===== config.mk =====
export PLATFORM = sky130hd
export DESIGN_NAME = diskglue_top
export DESIGN_NICKNAME = d
export VERILOG_FILES = /design/src/rtl/diskglue_pkg.sv /design/src/rtl/diskglue_decode.sv /design/src/rtl/diskglue_clksel.sv /design/src/rtl/diskglue_ctlreg.sv /design/src/rtl/diskglue_top.sv
export SDC_FILE = /design/constraint.sdc
export NUM_CORES = 1
export LEC_CHECK = 0
export ABC_AREA = 1
export BUFFER_PORTS_ARGS = -buffer_cell sky130_fd_sc_hd__buf_4
export CAP_MARGIN = 25
export CORE_MARGIN = 3
export CORE_UTILIZATION = 35
export DETAILED_ROUTE_END_ITERATION = 8
export SYNTH_ARGS = -nofsm -noshare
export SYNTH_HDL_FRONTEND = slang
export SYNTH_SLANG_ARGS = --single-unit

===== constraint.sdc =====
create_clock -name clk -period 1.45 [get_ports clk]
set_input_delay 0.3625 -clock clk [delete_from_list [all_inputs] [get_ports clk]]
set_output_delay 0.3625 -clock clk [all_outputs]
set_load 0.01 [all_outputs]

===== src/rtl/diskglue_pkg.sv =====
package diskglue_pkg;

   typedef enum logic [1:0] {
      CSRC_E_HALF = 2'd0,
      CSRC_REF    = 2'd1,
      CSRC_E_FULL = 2'd2
   } clk_src_e;

   typedef struct packed {
      logic       density;
      logic       side_from_reg;
      logic       side;
      logic       motor;
      logic [3:0] drive;
   } ctl_reg_t;

endpackage


===== src/rtl/diskglue_decode.sv =====
module diskglue_decode #(
   parameter int          AW       = 16,
   parameter int          WIN_BITS = 2,
   parameter logic [15:0] CTL_BASE = 16'hE014,
   parameter logic [15:0] FDC_BASE = 16'hE018
) (
   input  logic [AW-1:0] addr_i,
   input  logic          rw_i,
   input  logic          e_i,
   output logic          ctl_hit_o,
   output logic          ctl_sub_o,
   output logic          fdc_cs_n_o,
   output logic          rd_n_o,
   output logic          wr_n_o,
   output logic          xcvr_dir_o,
   output logic          xcvr_en_n_o
);
   localparam int TOP = AW - 1;

   if (WIN_BITS < 1 || WIN_BITS >= AW)
      $error("diskglue_decode: WIN_BITS out of range");
   if (CTL_BASE[WIN_BITS-1:0] != '0 || FDC_BASE[WIN_BITS-1:0] != '0)
      $error("diskglue_decode: base not aligned to window");
   if (CTL_BASE[TOP:WIN_BITS] == FDC_BASE[TOP:WIN_BITS])
      $error("diskglue_decode: windows overlap");

   logic fdc_hit;

   always_comb begin
      ctl_hit_o   = (addr_i[TOP:WIN_BITS] == CTL_BASE[TOP:WIN_BITS]);
      fdc_hit     = (addr_i[TOP:WIN_BITS] == FDC_BASE[TOP:WIN_BITS]);
      ctl_sub_o   = addr_i[0];
      fdc_cs_n_o  = ~fdc_hit;
      rd_n_o      = ~(rw_i & e_i);
      wr_n_o      = ~(~rw_i & e_i);
      xcvr_dir_o  = rw_i;
      xcvr_en_n_o = ~fdc_hit;
   end

   // the two windows never select together
   always_comb begin
      a_r1_windows_exclusive: assert (!(ctl_hit_o && !fdc_cs_n_o));
   end
endmodule


===== src/rtl/diskglue_clksel.sv =====
module diskglue_clksel
   import diskglue_pkg::*;
#(
   parameter int SYNC_STAGES = 2,
   parameter int REF_DIV     = 10
) (
   input  logic clk,
   input  logic rst_n,
   input  logic e_i,
   input  logic ref_i,
   input  logic sel_hd_i,
   input  logic sel_360_i,
   output logic e_fall_o,
   output logic fdc_clk_o
);
   localparam int HALF = REF_DIV / 2;
   localparam int CW   = (HALF > 1) ? $clog2(HALF) : 1;

   if (REF_DIV < 2 || (REF_DIV % 2) != 0)
      $error("diskglue_clksel: REF_DIV must be even and at least 2");
   if (SYNC_STAGES < 1)
      $error("diskglue_clksel: SYNC_STAGES must be at least 1");

   logic [SYNC_STAGES:0] e_sh, r_sh;

   always_comb begin
      e_sh[0] = e_i;
      r_sh[0] = ref_i;
   end

   for (genvar i = 1; i <= SYNC_STAGES; i++) begin : g_sync
      always_ff @(posedge clk or negedge rst_n) begin
         if (!rst_n) begin
            e_sh[i] <= 1'b0;
            r_sh[i] <= 1'b0;
         end else begin
            e_sh[i] <= e_sh[i-1];
            r_sh[i] <= r_sh[i-1];
         end
      end
   end

   logic e_prev, r_prev, e_rise, r_rise;
   logic e_lvl, r_lvl;

   always_comb begin
      e_lvl    = e_sh[SYNC_STAGES];
      r_lvl    = r_sh[SYNC_STAGES];
      e_rise   = e_lvl & ~e_prev;
      e_fall_o = ~e_lvl & e_prev;
      r_rise   = r_lvl & ~r_prev;
   end

   logic          div_e, div_r;
   logic [CW-1:0] r_cnt;

   always_ff @(posedge clk or negedge rst_n) begin
      if (!rst_n) begin
         e_prev <= 1'b0;
         r_prev <= 1'b0;
         div_e  <= 1'b0;
         div_r  <= 1'b0;
         r_cnt  <= '0;
      end else begin
         e_prev <= e_lvl;
         r_prev <= r_lvl;
         if (e_rise)
            div_e <= ~div_e;
         if (r_rise) begin
            if (r_cnt == CW'(HALF - 1)) begin
               r_cnt <= '0;
               div_r <= ~div_r;
            end else begin
               r_cnt <= r_cnt + 1'b1;
            end
         end
      end
   end

   clk_src_e src;

   always_comb begin
      if (sel_hd_i)
         src = CSRC_E_FULL;
      else if (sel_360_i)
         src = CSRC_REF;
      else
         src = CSRC_E_HALF;
   end

   always_ff @(posedge clk or negedge rst_n) begin
      if (!rst_n)
         fdc_clk_o <= 1'b0;
      else begin
         case (src)
            CSRC_E_FULL: fdc_clk_o <= e_lvl;
            CSRC_REF:    fdc_clk_o <= div_r;
            default:     fdc_clk_o <= div_e;
         endcase
      end
   end

   // the half-rate divider moves only after an E rising edge
   a_r6_half_follows_e: assert property (@(posedge clk) disable iff (!rst_n)
      !$stable(div_e) |-> $past(e_rise));
   // the reference divider moves only after a reference rising edge
   a_r6_ref_follows_ref: assert property (@(posedge clk) disable iff (!rst_n)
      !$stable(div_r) |-> $past(r_rise));
endmodule


===== src/rtl/diskglue_ctlreg.sv =====
module diskglue_ctlreg
   import diskglue_pkg::*;
#(
   parameter int DW     = 8,
   parameter int DRIVES = 4
) (
   input  logic              clk,
   input  logic              rst_n,
   input  logic              wr_i,
   input  logic              sub_i,
   input  logic [DW-1:0]     data_i,
   input  logic              fdc_side_i,
   output logic [DRIVES-1:0] ds_o,
   output logic              motor_o,
   output logic              side_o,
   output logic              hd_o,
   output logic              rpm360_o,
   output logic [DW-1:0]     rdata_o
);
   if (DW != $bits(ctl_reg_t))
      $error("diskglue_ctlreg: DW must match the register layout");
   if (DRIVES < 1 || DRIVES > 4)
      $error("diskglue_ctlreg: DRIVES must be 1 to 4");

   ctl_reg_t ctl_q;
   logic     spd_q;

   always_ff @(posedge clk or negedge rst_n) begin
      if (!rst_n) begin
         ctl_q <= '0;
         spd_q <= 1'b0;
      end else if (wr_i) begin
         if (sub_i)
            spd_q <= data_i[0];
         else
            ctl_q <= ctl_reg_t'(data_i);
      end
   end

   for (genvar d = 0; d < DRIVES; d++) begin : g_ds
      assign ds_o[d] = ctl_q.drive[d];
   end

   logic [3:0] ds_pins;
   for (genvar d = 0; d < 4; d++) begin : g_fb
      if (d < DRIVES) begin : g_live
         assign ds_pins[d] = ds_o[d];
      end else begin : g_none
         assign ds_pins[d] = 1'b0;
      end
   end

   always_comb begin
      motor_o  = ctl_q.motor;
      hd_o     = ctl_q.density;
      rpm360_o = spd_q;
      side_o   = ctl_q.side_from_reg ? ctl_q.side : fdc_side_i;
      if (sub_i)
         rdata_o = {{(DW-1){1'b0}}, spd_q};
      else
         rdata_o = {hd_o, ctl_q.side_from_reg, side_o, motor_o, ds_pins};
   end

   // register contents move only on an accepted write
   a_r9_hold_without_write: assert property (@(posedge clk) disable iff (!rst_n)
      !wr_i |=> ($stable(ctl_q) && $stable(spd_q)));
endmodule


===== src/rtl/diskglue_top.sv =====
module diskglue_top
   import diskglue_pkg::*;
#(
   parameter int          AW          = 16,
   parameter int          DW          = 8,
   parameter int          DRIVES      = 4,
   parameter int          WIN_BITS    = 2,
   parameter logic [15:0] CTL_BASE    = 16'hE014,
   parameter logic [15:0] FDC_BASE    = 16'hE018,
   parameter int          SYNC_STAGES = 2,
   parameter int          REF_DIV     = 10,
   parameter bit          DRQ_LOW     = 1'b0
) (
   input  logic              clk,
   input  logic              rst_n,
   input  logic [AW-1:0]     addr_i,
   input  logic              rw_i,
   input  logic              e_i,
   input  logic [DW-1:0]     data_i,
   output logic [DW-1:0]     data_o,
   output logic              data_oe_o,
   input  logic              ref12_i,
   input  logic              fdc_side_i,
   input  logic              fdc_drq_i,
   output logic              rd_n_o,
   output logic              wr_n_o,
   output logic              fdc_cs_n_o,
   output logic              xcvr_dir_o,
   output logic              xcvr_en_n_o,
   output logic              firq_n_o,
   output logic [DRIVES-1:0] ds_o,
   output logic              motor_o,
   output logic              side_o,
   output logic              hd_o,
   output logic              rwc_o,
   output logic              fdc_clk_o
);
   logic ctl_hit, ctl_sub, e_fall, wr_ctl, rpm360;

   diskglue_decode #(
      .AW(AW), .WIN_BITS(WIN_BITS), .CTL_BASE(CTL_BASE), .FDC_BASE(FDC_BASE)
   ) u_dec (
      .addr_i(addr_i), .rw_i(rw_i), .e_i(e_i),
      .ctl_hit_o(ctl_hit), .ctl_sub_o(ctl_sub), .fdc_cs_n_o(fdc_cs_n_o),
      .rd_n_o(rd_n_o), .wr_n_o(wr_n_o),
      .xcvr_dir_o(xcvr_dir_o), .xcvr_en_n_o(xcvr_en_n_o)
   );

   diskglue_clksel #(
      .SYNC_STAGES(SYNC_STAGES), .REF_DIV(REF_DIV)
   ) u_clk (
      .clk(clk), .rst_n(rst_n), .e_i(e_i), .ref_i(ref12_i),
      .sel_hd_i(hd_o), .sel_360_i(rpm360),
      .e_fall_o(e_fall), .fdc_clk_o(fdc_clk_o)
   );

   always_comb wr_ctl = e_fall & ~rw_i & ctl_hit;

   diskglue_ctlreg #(
      .DW(DW), .DRIVES(DRIVES)
   ) u_reg (
      .clk(clk), .rst_n(rst_n), .wr_i(wr_ctl), .sub_i(ctl_sub),
      .data_i(data_i), .fdc_side_i(fdc_side_i),
      .ds_o(ds_o), .motor_o(motor_o), .side_o(side_o), .hd_o(hd_o),
      .rpm360_o(rpm360), .rdata_o(data_o)
   );

   always_comb begin
      rwc_o     = hd_o;
      data_oe_o = rw_i & e_i & ctl_hit;
   end

   if (DRQ_LOW) begin : g_drq_low
      assign firq_n_o = fdc_drq_i;
   end else begin : g_drq_high
      assign firq_n_o = ~fdc_drq_i;
   end

   // density changes only as the result of a control write
   a_r4_density_by_write: assert property (@(posedge clk) disable iff (!rst_n)
      !$stable(hd_o) |-> $past(wr_ctl));
   // read-back is never driven during a write cycle
   a_r5_no_drive_on_write: assert property (@(posedge clk) disable iff (!rst_n)
      !wr_n_o |-> !data_oe_o);
endmodule


==> flow_results.org <==
** Run status
- The flow ran to the end, but the final reports show violations.
- Violated checks :: negative setup slack

** Synthesis
- Yosys warnings :: 0
- The number of different library cells used by synthesis comes to 22.
- Dividing the synthesized area by the synthesized cell count gives 8.314 sq um.
- Among all flip-flop cells after synthesis, the most frequent one is sky130_fd_sc_hd__dfrtp_1.
- Top cell type's share of synthesized area :: 45.80%
- In this run, synthesis produced a sequential element count of 21.
- Leading area contributor after synthesis :: sky130_fd_sc_hd__dfrtp_1
- sky130_fd_sc_hd__nand2_1 is the most common cell in the netlist.
- After synthesis the cells add up to 1147 sq um.
- Counting flops with an async set or reset pin after synthesis yields a share of 100.0%.
- Counting every net in the synthesized netlist gives 171.
- After technology mapping, the gate count stands at 138.
- After synthesis, the most frequently instantiated cells are sky130_fd_sc_hd__nand2_1, sky130_fd_sc_hd__inv_1, sky130_fd_sc_hd__dfrtp_1.
- Part of the Yosys area used for sequential elements :: 45.80%
- By area the synthesized netlist is led by sky130_fd_sc_hd__dfrtp_1, sky130_fd_sc_hd__nand2_1, sky130_fd_sc_hd__inv_1, sky130_fd_sc_hd__nand4_1, sky130_fd_sc_hd__nor2_1.
- The synthesized design contains 0 enable-type register cells.

** Placed design
- Post-place instance area :: 1577 sq um
- Setup slack at placement :: 0.01808 ns
- During placement, the flow inserted port buffers numbering 53.
- Summed over all nets, the half-perimeter wirelength after detailed placement is 1.929 mm.
- Routability-driven placement finished with a final weighted congestion of 0.6880.
- Placed cell count :: 232

** Clocking
- Clock sink total :: 21
- Clock slew seen by the registers of the worst setup and hold paths :: 0.11 ns
- H-tree level count :: 1
- Counting the buffers created by CTS gives 3.
- The tree is rooted in a sky130_fd_sc_hd__clkbuf_4.
- Longest Clk Path Bufs :: 2
- TritonCTS clock tree :: built
- Worst-Skew Late Latency :: 0.31 ns

** Die
- The die covers 4001 sq um.
- From bottom edge to top edge, the die measures 63.26 microns.
- Boundary Pins :: 55
- The initial utilization of the core area, before any placement, comes to 37.28%.
- The region available for standard cell placement spans 3078 sq um.
- Die Span X :: 63.26 microns
- In this run the core area contains 20 standard-cell rows.

** Routing
- For this block, the routed nets add up to 2.492 mm of wire.
- Number of nets still failing antenna checks after routing :: 0
- Dividing the detail-routed wire length by the instance count gives 10.38 microns.
- DRC violation total after the first TritonRoute iteration :: 35
- For this run, design rule violations remaining after detail routing come to 0.
- For this run, the detailed router's first-pass iteration total came to 4.
- Avg Vias per Cell :: 4.371
- Across all layers, the routed design uses 1049 vias.

** Timing
- The total count of hold-check failures in the final report came to 0.
- The final critical path takes up 100.9% of the cycle.
- Setup repair after global routing missed its margin :: yes
- Min Hold Slack :: 0.1617 ns
- Peak Freq :: 0.6837 GHz
- Setup violations remaining at the end of the flow were counted as 1.
- At the pin with the least slew margin, the transition time is 0.2666 ns.
- Final-layout setup total negative slack :: -0.01265 ns
- Between clock sinks in the finished design, the worst skew comes to 0.006895 ns.
- Setup ws final :: -0.01265 ns
- Min Tclk post-route :: 1.463 ns
- The number of max-slew violations in the final report is 0.
- Normalized max-slew margin :: 82.23%

** Final layout
- For this run, the number of standard cells in the final layout without fillers is 240.
- Diode insertion count for antenna repair :: 0
- After the last flow step, the layout net total stands at 230.
- The post-route netlist has 43.88% of its cells at a drive strength greater than 1.
- Max FFs per register :: 4
- End-of-flow core utilization :: 54.63%
- After filler insertion, the fill cell instance count of the layout stands at 290.
- Layout-stage area growth over the synthesis result :: 46.56%
- The finished cells cover 1682 sq um.

** Global routing
- The total overflow left after global routing is 0.
- Global routing used 13.43% of the available tracks.
- Global-route wire length before repair :: 4.278 mm
- The number of global-route vias before repair was 1017.
- Maximum number of pins on one net before global-route repair :: 22
- The initial antenna violation count came to 0.

** Worst setup path
- Endpoint arrival time on the critical path :: 1.10 ns
- The critical path is of the register to primary output type.
- The slowest stage of the critical path belongs to the cell sky130_fd_sc_hd__dfrtp_1.
- STA classifies the critical path startpoint as a register.
- Worst Path Max Fanout :: 3
- Data required time of the worst path :: 1.09 ns
- The largest single stage delay on the critical path is 0.42 ns.
- The critical path contains buffers and inverters numbering 2 combined.
- Kind of cell adding the most delay to the critical path :: flip-flops
- Cell chain of the critical path :: inv_2 > nand2_2 > a21oi_2 > buf_4
- The worst setup path is captured at a primary output.

** Power and ir drop
- Share of total power in the clock network :: 21.0%
- The worst-case IR drop observed on VDD is 281.4 uV.
- Of the total power, combinational logic draws 24.8%.
- Internal power :: 0.9379 mW
- Share of total power in sequential cells :: 54.2%
- In this run the power spent charging and discharging nets is 0.3755 mW.
- Switch share :: 28.59%
- Overall Power :: 1.313 mW
- Leakage power of the design :: 0.9153 nW
- Power density of the placed cells :: 781.0 nW/um^2

** Worst hold path
- Type of the worst min-delay path :: input port to register

** Run
- Across the run, the number of max-cap violations was 0.
-- power groups by stage --
stage	registers, mW	clock network, mW	logic (mW)
2_1_floorplan	0.724	0	0.164
3_3_place_gp	0.720	0	0.302
3_5_place_dp	0.725	0	0.313
4_1_cts	0.712	0.293	0.320
5_1_grt	0.723	0.324	0.373
6_report	0.712	0.276	0.325
-- kinds of logic after synthesis --
logic type      share of synthesized area, %
simple gates                           34.02
buf+inv                                13.52
flops                                  45.80
compound gates                         2.181
xor+xnor                               2.290
fa+ha+maj                              2.181
-- worst reg2reg max path, cell delays in order (launching register included) --
cell                      delay, ns
sky130_fd_sc_hd__dfrtp_1       0.46
sky130_fd_sc_hd__nor3_4        0.28
sky130_fd_sc_hd__nand4_4       0.19
sky130_fd_sc_hd__nand2_1       0.10
sky130_fd_sc_hd__nand2_1       0.05
-- per-layer routing --
layer / up-vias / part of all wire, % / track usage, %
li1: 537 / - / -
met3: 5 / 5.9 / 1.961
met1: 469 / 43 / 16.91
met5: - / 0 / 0
met2: 38 / 49 / 22.53
met4: 0 / 2.3 / 6.469
-- final cells by class --
| cell class | count | area (sq um) | share of cell area, % |
|---|---|---|---|
| Multi-Input combinational cell | 85 | 505.5 | 30.06 |
| Inverter | 23 | 86.33 | 5.134 |
| Tap cell | 44 | 55.05 | 3.274 |
| Clock buffer | 4 | 26.28 | 1.563 |
| Timing Repair Buffer | 63 | 483.0 | 28.72 |
| Sequential cell | 21 | 525.5 | 31.25 |
-- cells in the final DEF (no fill, tap or decap), types with 2 or more instances in the layout --
cell type,n
sky130_fd_sc_hd__a21oi_1,2
sky130_fd_sc_hd__buf_4,60
sky130_fd_sc_hd__buf_6,2
sky130_fd_sc_hd__clkbuf_4,3
sky130_fd_sc_hd__dfrtp_1,21
sky130_fd_sc_hd__ha_1,2
sky130_fd_sc_hd__inv_1,19
sky130_fd_sc_hd__inv_2,3
sky130_fd_sc_hd__nand2_1,32
sky130_fd_sc_hd__nand2_2,4
sky130_fd_sc_hd__nand3_1,2
sky130_fd_sc_hd__nand3_2,2
sky130_fd_sc_hd__nand4_1,10
sky130_fd_sc_hd__nor2_1,14
sky130_fd_sc_hd__nor2_2,2
sky130_fd_sc_hd__nor2_4,4
sky130_fd_sc_hd__nor3_2,2
sky130_fd_sc_hd__o21ai_0,2
sky130_fd_sc_hd__xor2_1,3
-- path summary, 6_finish.rpt --
check                                            from                        end  slack (ns)  cells after the start
max reg2reg                     u_clk.e_lvl$_DFF_PN0_  u_reg.motor_o$_DFFE_PN0P_        0.28                      4
max                        u_reg.ctl_q[6]$_DFFE_PN0P_                  data_o[5]       -0.01                      4
min in group asynchronous                       rst_n  u_reg.ds_o[2]$_DFFE_PN0P_        0.46                      2
max in group asynchronous                       rst_n    u_clk.div_e$_DFFE_PN0P_        0.77                      2
min                                           ref12_i    u_clk.r_sh[1]$_DFF_PN0_        0.16                      1
min reg2reg                   u_clk.e_sh[1]$_DFF_PN0_      u_clk.e_lvl$_DFF_PN0_        0.36                      0
-- repair_timing --
item | 4_1_cts | 5_1_grt
gates resized for setup | 3 | 12
hold buffers | 1 | 0
setup buffers | 0 | 3
pin swaps | 1 | 1
endpoints found under the setup margin | 1 | 8
hold endpoints to repair | 21 | 0
No activity file was read; power rests on OpenSTA's default activity.
